[src/rtl/ivt_pkg.sv]
package ivt_pkg;
  typedef enum logic [1:0] {
    ST_IDLE = 2'd0,
    ST_PEND = 2'd1,
    ST_SVC  = 2'd2
  } ivt_state_e;

  typedef enum logic [1:0] {
    RS_NONE = 2'd0,
    RS_ACK  = 2'd1,
    RS_ERR  = 2'd2
  } ivt_resp_e;
endpackage

[src/rtl/ivt_resp_decode.sv]
module ivt_resp_decode #(
  parameter bit ACTIVE_LOW = 1'b1
) (
  input  logic              ack_line,
  input  logic              err_line,
  output ivt_pkg::ivt_resp_e resp
);
  import ivt_pkg::*;

  logic ack_on;
  logic err_on;

  generate
    if (ACTIVE_LOW) begin : g_low
      assign ack_on = ~ack_line;
      assign err_on = ~err_line;
    end else begin : g_high
      assign ack_on = ack_line;
      assign err_on = err_line;
    end
  endgenerate

  // error outranks acknowledge when both lines are active
  always_comb begin
    if (err_on)      resp = RS_ERR;
    else if (ack_on) resp = RS_ACK;
    else             resp = RS_NONE;
  end
endmodule

[src/rtl/ivt_fsm.sv]
module ivt_fsm (
  input  logic                clk,
  input  logic                rst_n,
  input  logic                issue,
  input  ivt_pkg::ivt_resp_e  resp,
  input  logic                ext_req,
  input  logic                ext_nocancel,
  input  logic                ext_done,
  output ivt_pkg::ivt_state_e state,
  output logic                fin_ok,
  output logic                fin_err,
  output logic                cancel,
  output logic                stray
);
  import ivt_pkg::*;

  ivt_state_e state_d;
  logic       busy;

  assign busy = (state != ST_IDLE);

  always_comb begin
    state_d = state;
    fin_ok  = 1'b0;
    fin_err = 1'b0;
    cancel  = 1'b0;
    stray   = 1'b0;
    if (!busy) begin
      stray = (resp != RS_NONE);
      if (issue) state_d = ST_PEND;
    end else if (resp == RS_ERR) begin
      fin_err = 1'b1;
      state_d = ST_IDLE;
    end else if (resp == RS_ACK) begin
      fin_ok  = 1'b1;
      state_d = ST_IDLE;
    end else if (state == ST_PEND) begin
      if (ext_req) begin
        if (ext_nocancel) begin
          state_d = ST_SVC;
        end else begin
          cancel  = 1'b1;
          state_d = ST_IDLE;
        end
      end
    end else if (ext_done) begin
      state_d = ST_PEND;
    end
  end

  always_ff @(posedge clk or negedge rst_n) begin
    if (!rst_n) state <= ST_IDLE;
    else        state <= state_d;
  end
endmodule

[src/rtl/ivt_pulse_reg.sv]
module ivt_pulse_reg #(
  parameter int W = 4
) (
  input  logic         clk,
  input  logic         rst_n,
  input  logic [W-1:0] d,
  output logic [W-1:0] q
);
  always_ff @(posedge clk or negedge rst_n) begin
    if (!rst_n) q <= '0;
    else        q <= d;
  end
endmodule

[src/rtl/ivt_tracker.sv]
module ivt_tracker #(
  parameter bit ACTIVE_LOW = 1'b1
) (
  input  logic clk,
  input  logic rst_n,
  input  logic issue_i,
  input  logic ack_n_i,
  input  logic err_n_i,
  input  logic ext_req_i,
  input  logic ext_nocancel_i,
  input  logic ext_done_i,
  output logic stall_o,
  output logic done_o,
  output logic done_err_o,
  output logic reexec_o,
  output logic proto_err_o
);
  import ivt_pkg::*;

  localparam int NPULSE = 4;

  ivt_resp_e          resp;
  ivt_state_e         state_q;
  logic               fin_ok, fin_err, cancel, stray;
  logic [NPULSE-1:0]  pulse_d, pulse_q;

  ivt_resp_decode #(.ACTIVE_LOW(ACTIVE_LOW)) u_dec (
    .ack_line (ack_n_i),
    .err_line (err_n_i),
    .resp     (resp)
  );

  ivt_fsm u_fsm (
    .clk          (clk),
    .rst_n        (rst_n),
    .issue        (issue_i),
    .resp         (resp),
    .ext_req      (ext_req_i),
    .ext_nocancel (ext_nocancel_i),
    .ext_done     (ext_done_i),
    .state        (state_q),
    .fin_ok       (fin_ok),
    .fin_err      (fin_err),
    .cancel       (cancel),
    .stray        (stray)
  );

  assign pulse_d = {fin_ok | fin_err, fin_err, cancel, stray};

  ivt_pulse_reg #(.W(NPULSE)) u_out (
    .clk   (clk),
    .rst_n (rst_n),
    .d     (pulse_d),
    .q     (pulse_q)
  );

  assign stall_o     = (state_q == ST_PEND);
  assign done_o      = pulse_q[3];
  assign done_err_o  = pulse_q[2];
  assign reexec_o    = pulse_q[1];
  assign proto_err_o = pulse_q[0];
endmodule

[config.mk]
export PLATFORM = sky130hd
export DESIGN_NAME = ivt_tracker
export DESIGN_NICKNAME = d
export VERILOG_FILES = /design/src/rtl/ivt_pkg.sv /design/src/rtl/ivt_resp_decode.sv /design/src/rtl/ivt_fsm.sv /design/src/rtl/ivt_pulse_reg.sv /design/src/rtl/ivt_tracker.sv
export SDC_FILE = /design/constraint.sdc
export NUM_CORES = 1
export LEC_CHECK = 0
export ABC_AREA = 1
export CAP_MARGIN = 20
export CORE_AREA = 2 2 39 41
export CTS_BUF_LIST = sky130_fd_sc_hd__clkbuf_4 sky130_fd_sc_hd__clkbuf_8
export CTS_CLUSTER_SIZE = 8
export DETAILED_ROUTE_END_ITERATION = 6
export DIE_AREA = 0 0 41 43
export SYNTH_ARGS = -nofsm -noshare
export SYNTH_HDL_FRONTEND = slang
export SYNTH_HIERARCHICAL = 1
export SYNTH_SLANG_ARGS = --single-unit
[constraint.sdc]
create_clock -name clk -period 3.3 [get_ports clk]
set_input_delay 0.33 -clock clk [delete_from_list [all_inputs] [get_ports clk]]
set_output_delay 0.33 -clock clk [all_outputs]
set_load 0.05 [all_outputs]
# Word-level counts from Yosys, hierarchy flattened
# Cells that the tools add are included.
# Widths: inputs -> output; s select.
[word_totals] regBits=6 inputBits=8 output_inout_bits=5 wordCells=34
[classes] n_reduce_logical=4 bitwise_logic=1 muxes=22 eq_ne=5
[ops] cell="$mux 2" n=9
[ops] cell="$mux 1" n=13
[ops] cell="$ne 5x5->1 const B" n=2
[ops] cell="$reduce_bool 2->1" n=3
[ops] cell="$eq 2x1->1 const B" n=2
[ops] cell="$reduce_and 3->1" n=1
[ops] cell="$eq 2x2->1 const B" n=1
[ops] cell="$or 1x1->1" n=1

# Longest topological paths before layout
[depth] depth_word=7 depth_mapped=9 depth_no_buf=9

# By module
# The synthesis kept the hierarchy.
[by_module_without_submodules] module="ivt_fsm" area_each_um2=226.5 cells_per_inst=35 instances=1 seq_area_each_um2=50.0
[by_module_without_submodules] module="ivt_pulse_reg" area_each_um2=100.1 cells_per_inst=4 instances=1 seq_area_each_um2=100.1
[by_module_without_submodules] module="ivt_tracker" area_each_um2=21.3 cells_per_inst=5 instances=1 seq_area_each_um2=0.0
[by_module_without_submodules] module="ivt_resp_decode" area_each_um2=10.0 cells_per_inst=2 instances=1 seq_area_each_um2=0.0

# Least setup slack after synthesis
# Ideal clock, no wire load.
[synth_path] path_type="register to output" start="register u_fsm.state[0]" end="output stall_o" stages_incl_launch_ff=3 path_slack_ns=2.091 t_arrival_ns=0.879 required_time_ns=2.970 path_buffers=0 path_cell_list="dfrtp_1 > inv_1 > nor2_2"
[synth_between] elab_chain_cells=1
[synth_rtl] element="start: declaration" line_no="ivt_fsm.sv:9" text="output ivt_pkg::ivt_state_e state,"
[synth_rtl] element="start signal: assignment" line_no="ivt_fsm.sv:53" text="else state <= state_d;"
[synth_rtl] element="$eq 2x1->1" line_no="ivt_tracker.sv:57" text="assign stall_o = (state_q == ST_PEND);"
[synth_rtl] element="end: declaration" line_no="ivt_tracker.sv:12" text="output logic stall_o,"
# Every way passes these cells.

# Final worst setup path
# Ends and elaborated chain as after synthesis.

==> flow_summary.toml <==
[status]
run_status = "finished clean"

[floorplan]
std_cell_rows = 14
core_um2 = 1380
i_o_pins = 13
die_w_um = 41
fp.dieArea_um2 = 1760
chip_height_um = 43
initial_core_util_pct = 25.9

[place]
io_buffer_count = 12
place.detailed.instances = 74
finalWeightedCongestion = 0.778
detailedPlace.worstSlack_ns = 1.55

[drt]
firstDrtPassIters = 1
wl_met1_um = 264
drt_iter0_drc = 0
routed_wire_length_um = 582
met2_wirelength_um = 259
vias_per_cell = 3.92
routedWlPerCell_um = 7.56
routed-wl-met3_um = 58
vias = 302
highest_layer = "met3"
route.antenna.remaining_nets = 0
drt_drc_violations_left = 0

[timing]
finalHoldViolCount = 0
post-route-period-util_pct = 59.3
setup_repair_after_global_routing_missed_its_margin = "false"
min_period_ns = 1.96
setup_tns_ns = 0
worst-slew-pin-transition_ns = 0.493
fmaxAchievable_mhz = 511
setup_viol = 0
timing.clock.skew_ns = 0.000684
final_max_slew_viols = 0
final.setup.worst_slack_ns = 1.34
max_slew_headroom_pct = 67.0

[global_route]
maximum_number_of_pins_on_one_net_before_global_route_repair = 7
grt.total_usage_pct = 8.84
number_of_global_route_vias_before_repair = 286
grt_first_pass_wirelength_mm = 1.06
grt-ovfl-total = 0
grt_antenna_before_repair = 0

[power_and_ir_drop]
irDropWorstVdd_mv = 0.193
pwr-share-clk_pct = 16.8
p_seq_share_pct = 29.4
leakagePower_nw = 0.269
p_comb_share_pct = 53.9
internal_power_mw = 0.211
power_density_nw_per_um2 = 746
p_switching_mw = 0.177
power_switching_share_pct = 45.6

[logic_synthesis]
yosysWarnings = 6
synth.net_count = 57
synth_cell_type_count = 14
synth.ff_latch_count = 6
syn-instance-count = 46
syn-cell-area_um2 = 358
yosysSeqAreaShare_pct = 42.0
syn_area_per_cell_um2 = 7.78

[cts]
clock_insertion_delay_worst_skew_ns = 0.24
cts_tree = "done"
path_clk_slew_ns = 0.04
clock-root-buffer = "sky130_fd_sc_hd__clkbuf_4"
numCtsBuffers = 3
cts_hold_buf = 0
cts.sinks = 6
ctsHtreeMaxLevel = 1
postCtsSetupRepairBufs = 0
clockBufferDepth = 2
cts_resized = 0

[setup_path]
timing_worst_setup_path_type = "register to output pin"
worstRegToRegCells = 5
cp-start-kind = "register"
largest_driver_fanout_on_the_critical_path = 6
critical_path_required_ns = 2.97
critical_path.endpoint_type = "output pin"
crit_arrival_ns = 1.63

[final_layout]
instances_no_fill = 77
mostFrequentLayoutCell = "sky130_fd_sc_hd__clkdlybuf4s50_1"
final_cell_mix = "12 x sky130_fd_sc_hd__clkdlybuf4s50_1, 10 x sky130_fd_sc_hd__inv_1, 8 x sky130_fd_sc_hd__nand2_1, 6 x sky130_fd_sc_hd__dfrtp_1"
final_nets = 74
antenna_diode_instance_count = 0
drive_above_1_share_pct = 18.0
area.growth.synth_to_final_pct = 45.5

[hold_path]
hold_path_class = "primary input to asynchronous set/reset pin"

[job]
drv.max_cap_violation_count = 0
==> synth_stat cells <==
| cell | count | area share (%) |
|---|---|---|
| sky130_fd_sc_hd__inv_2 | 2 | 2.1 |
| sky130_fd_sc_hd__o21ai_0 | 1 | 1.4 |
| sky130_fd_sc_hd__nand2_2 | 1 | 1.7 |
| sky130_fd_sc_hd__nor3_1 | 1 | 1.4 |
| sky130_fd_sc_hd__nor2_2 | 3 | 5.2 |
| sky130_fd_sc_hd__nand3_1 | 4 | 5.6 |
| sky130_fd_sc_hd__dfrtp_1 | 6 | 42 |
| sky130_fd_sc_hd__nand2_1 | 8 | 8.4 |
| sky130_fd_sc_hd__ha_1 | 3 | 10 |
| sky130_fd_sc_hd__nand3_2 | 1 | 2.8 |
| sky130_fd_sc_hd__or2_4 | 1 | 2.4 |
| sky130_fd_sc_hd__inv_1 | 10 | 10 |
| sky130_fd_sc_hd__nor2_1 | 4 | 4.2 |
| sky130_fd_sc_hd__nand4_1 | 1 | 1.7 |
==> final cells by class <==
class,instances,area (um2)
Timing Repair Buffer,12,120
Inverter,12,45.0
Fill cell,155,863
Tap cell,16,20.0
Multi-Input combinational cell,28,163
Sequential cell,6,150
Clock buffer,3,22.5
==> sequential cells by signal, summed over array words and instances (netlist names) <==
signal       count
u_fsm/state      2
u_out/q          4
==> worst max-delay path, stage by stage, from the launching register on <==
cell	delay [ns]
sky130_fd_sc_hd__dfrtp_1	0.44
sky130_fd_sc_hd__inv_1	0.08
sky130_fd_sc_hd__nor2_2	0.07
sky130_fd_sc_hd__clkdlybuf4s50_1	0.80
==> path summary, 6_finish.rpt <==
path / slack, ns / to / start
worst max register to register: 2.14 / u_fsm/state[0]$_DFFE_PN0P_ / u_fsm/state[1]$_DFFE_PN0P_
min in group clk: 0.60 / u_fsm/state[0]$_DFFE_PN0P_ / u_fsm/state[0]$_DFFE_PN0P_
max in group asynchronous: 2.78 / u_out/q[3]$_DFF_PN0_ / rst_n
worst min register to register: 0.60 / u_fsm/state[0]$_DFFE_PN0P_ / u_fsm/state[0]$_DFFE_PN0P_
worst min-delay path: 0.32 / u_out/q[1]$_DFF_PN0_ / rst_n
worst max-delay path: 1.34 / stall_o / u_fsm/state[0]$_DFFE_PN0P_
==> power groups by stage <==
stage,combinational (mW),clock [mW],sequential (mW)
6_report,0.209,0.0652,0.114
5_1_grt,0.232,0.0704,0.118
4_1_cts,0.211,0.0690,0.114
3_5_place_dp,0.210,0,0.115
3_3_place_gp,0.208,0,0.115
2_1_floorplan,0.105,0,0.158
==> routing by layer <==
layer / vias up / track usage, %
li1: 166 / -
met1: 123 / 10.6
met2: 13 / 12.5
met3: 0 / 1.57
met4: 0 / 8.00
met5: - / 0
==> cell families (layout without fill, tap and decap cells) <==
kind of cell | count (synthesis) | in the layout | synth area share [%]
buf+inv | 12 | 27 | 12.6
flops | 6 | 6 | 42.0
compound gates | 1 | 1 | 1.40
fa+ha+maj | 3 | 3 | 10.5
simple gates | 24 | 24 | 33.6
==> metrics by stage <==
step | power, mW | instance area (um2) | utilization, % | hold slack [ns]
2_1_floorplan | 0.263 | 358 | - | 0.0344
3_3_place_gp | 0.323 | 498 | 36.0 | 0.582
3_5_place_dp | 0.325 | 498 | 36.0 | 0.581
4_1_cts | 0.395 | 520 | 37.6 | 0.324
5_1_grt | 0.420 | 520 | 37.6 | 0.346
6_report | 0.389 | 520 | 37.6 | 0.322
No activity file was read; power rests on OpenSTA's default activity.
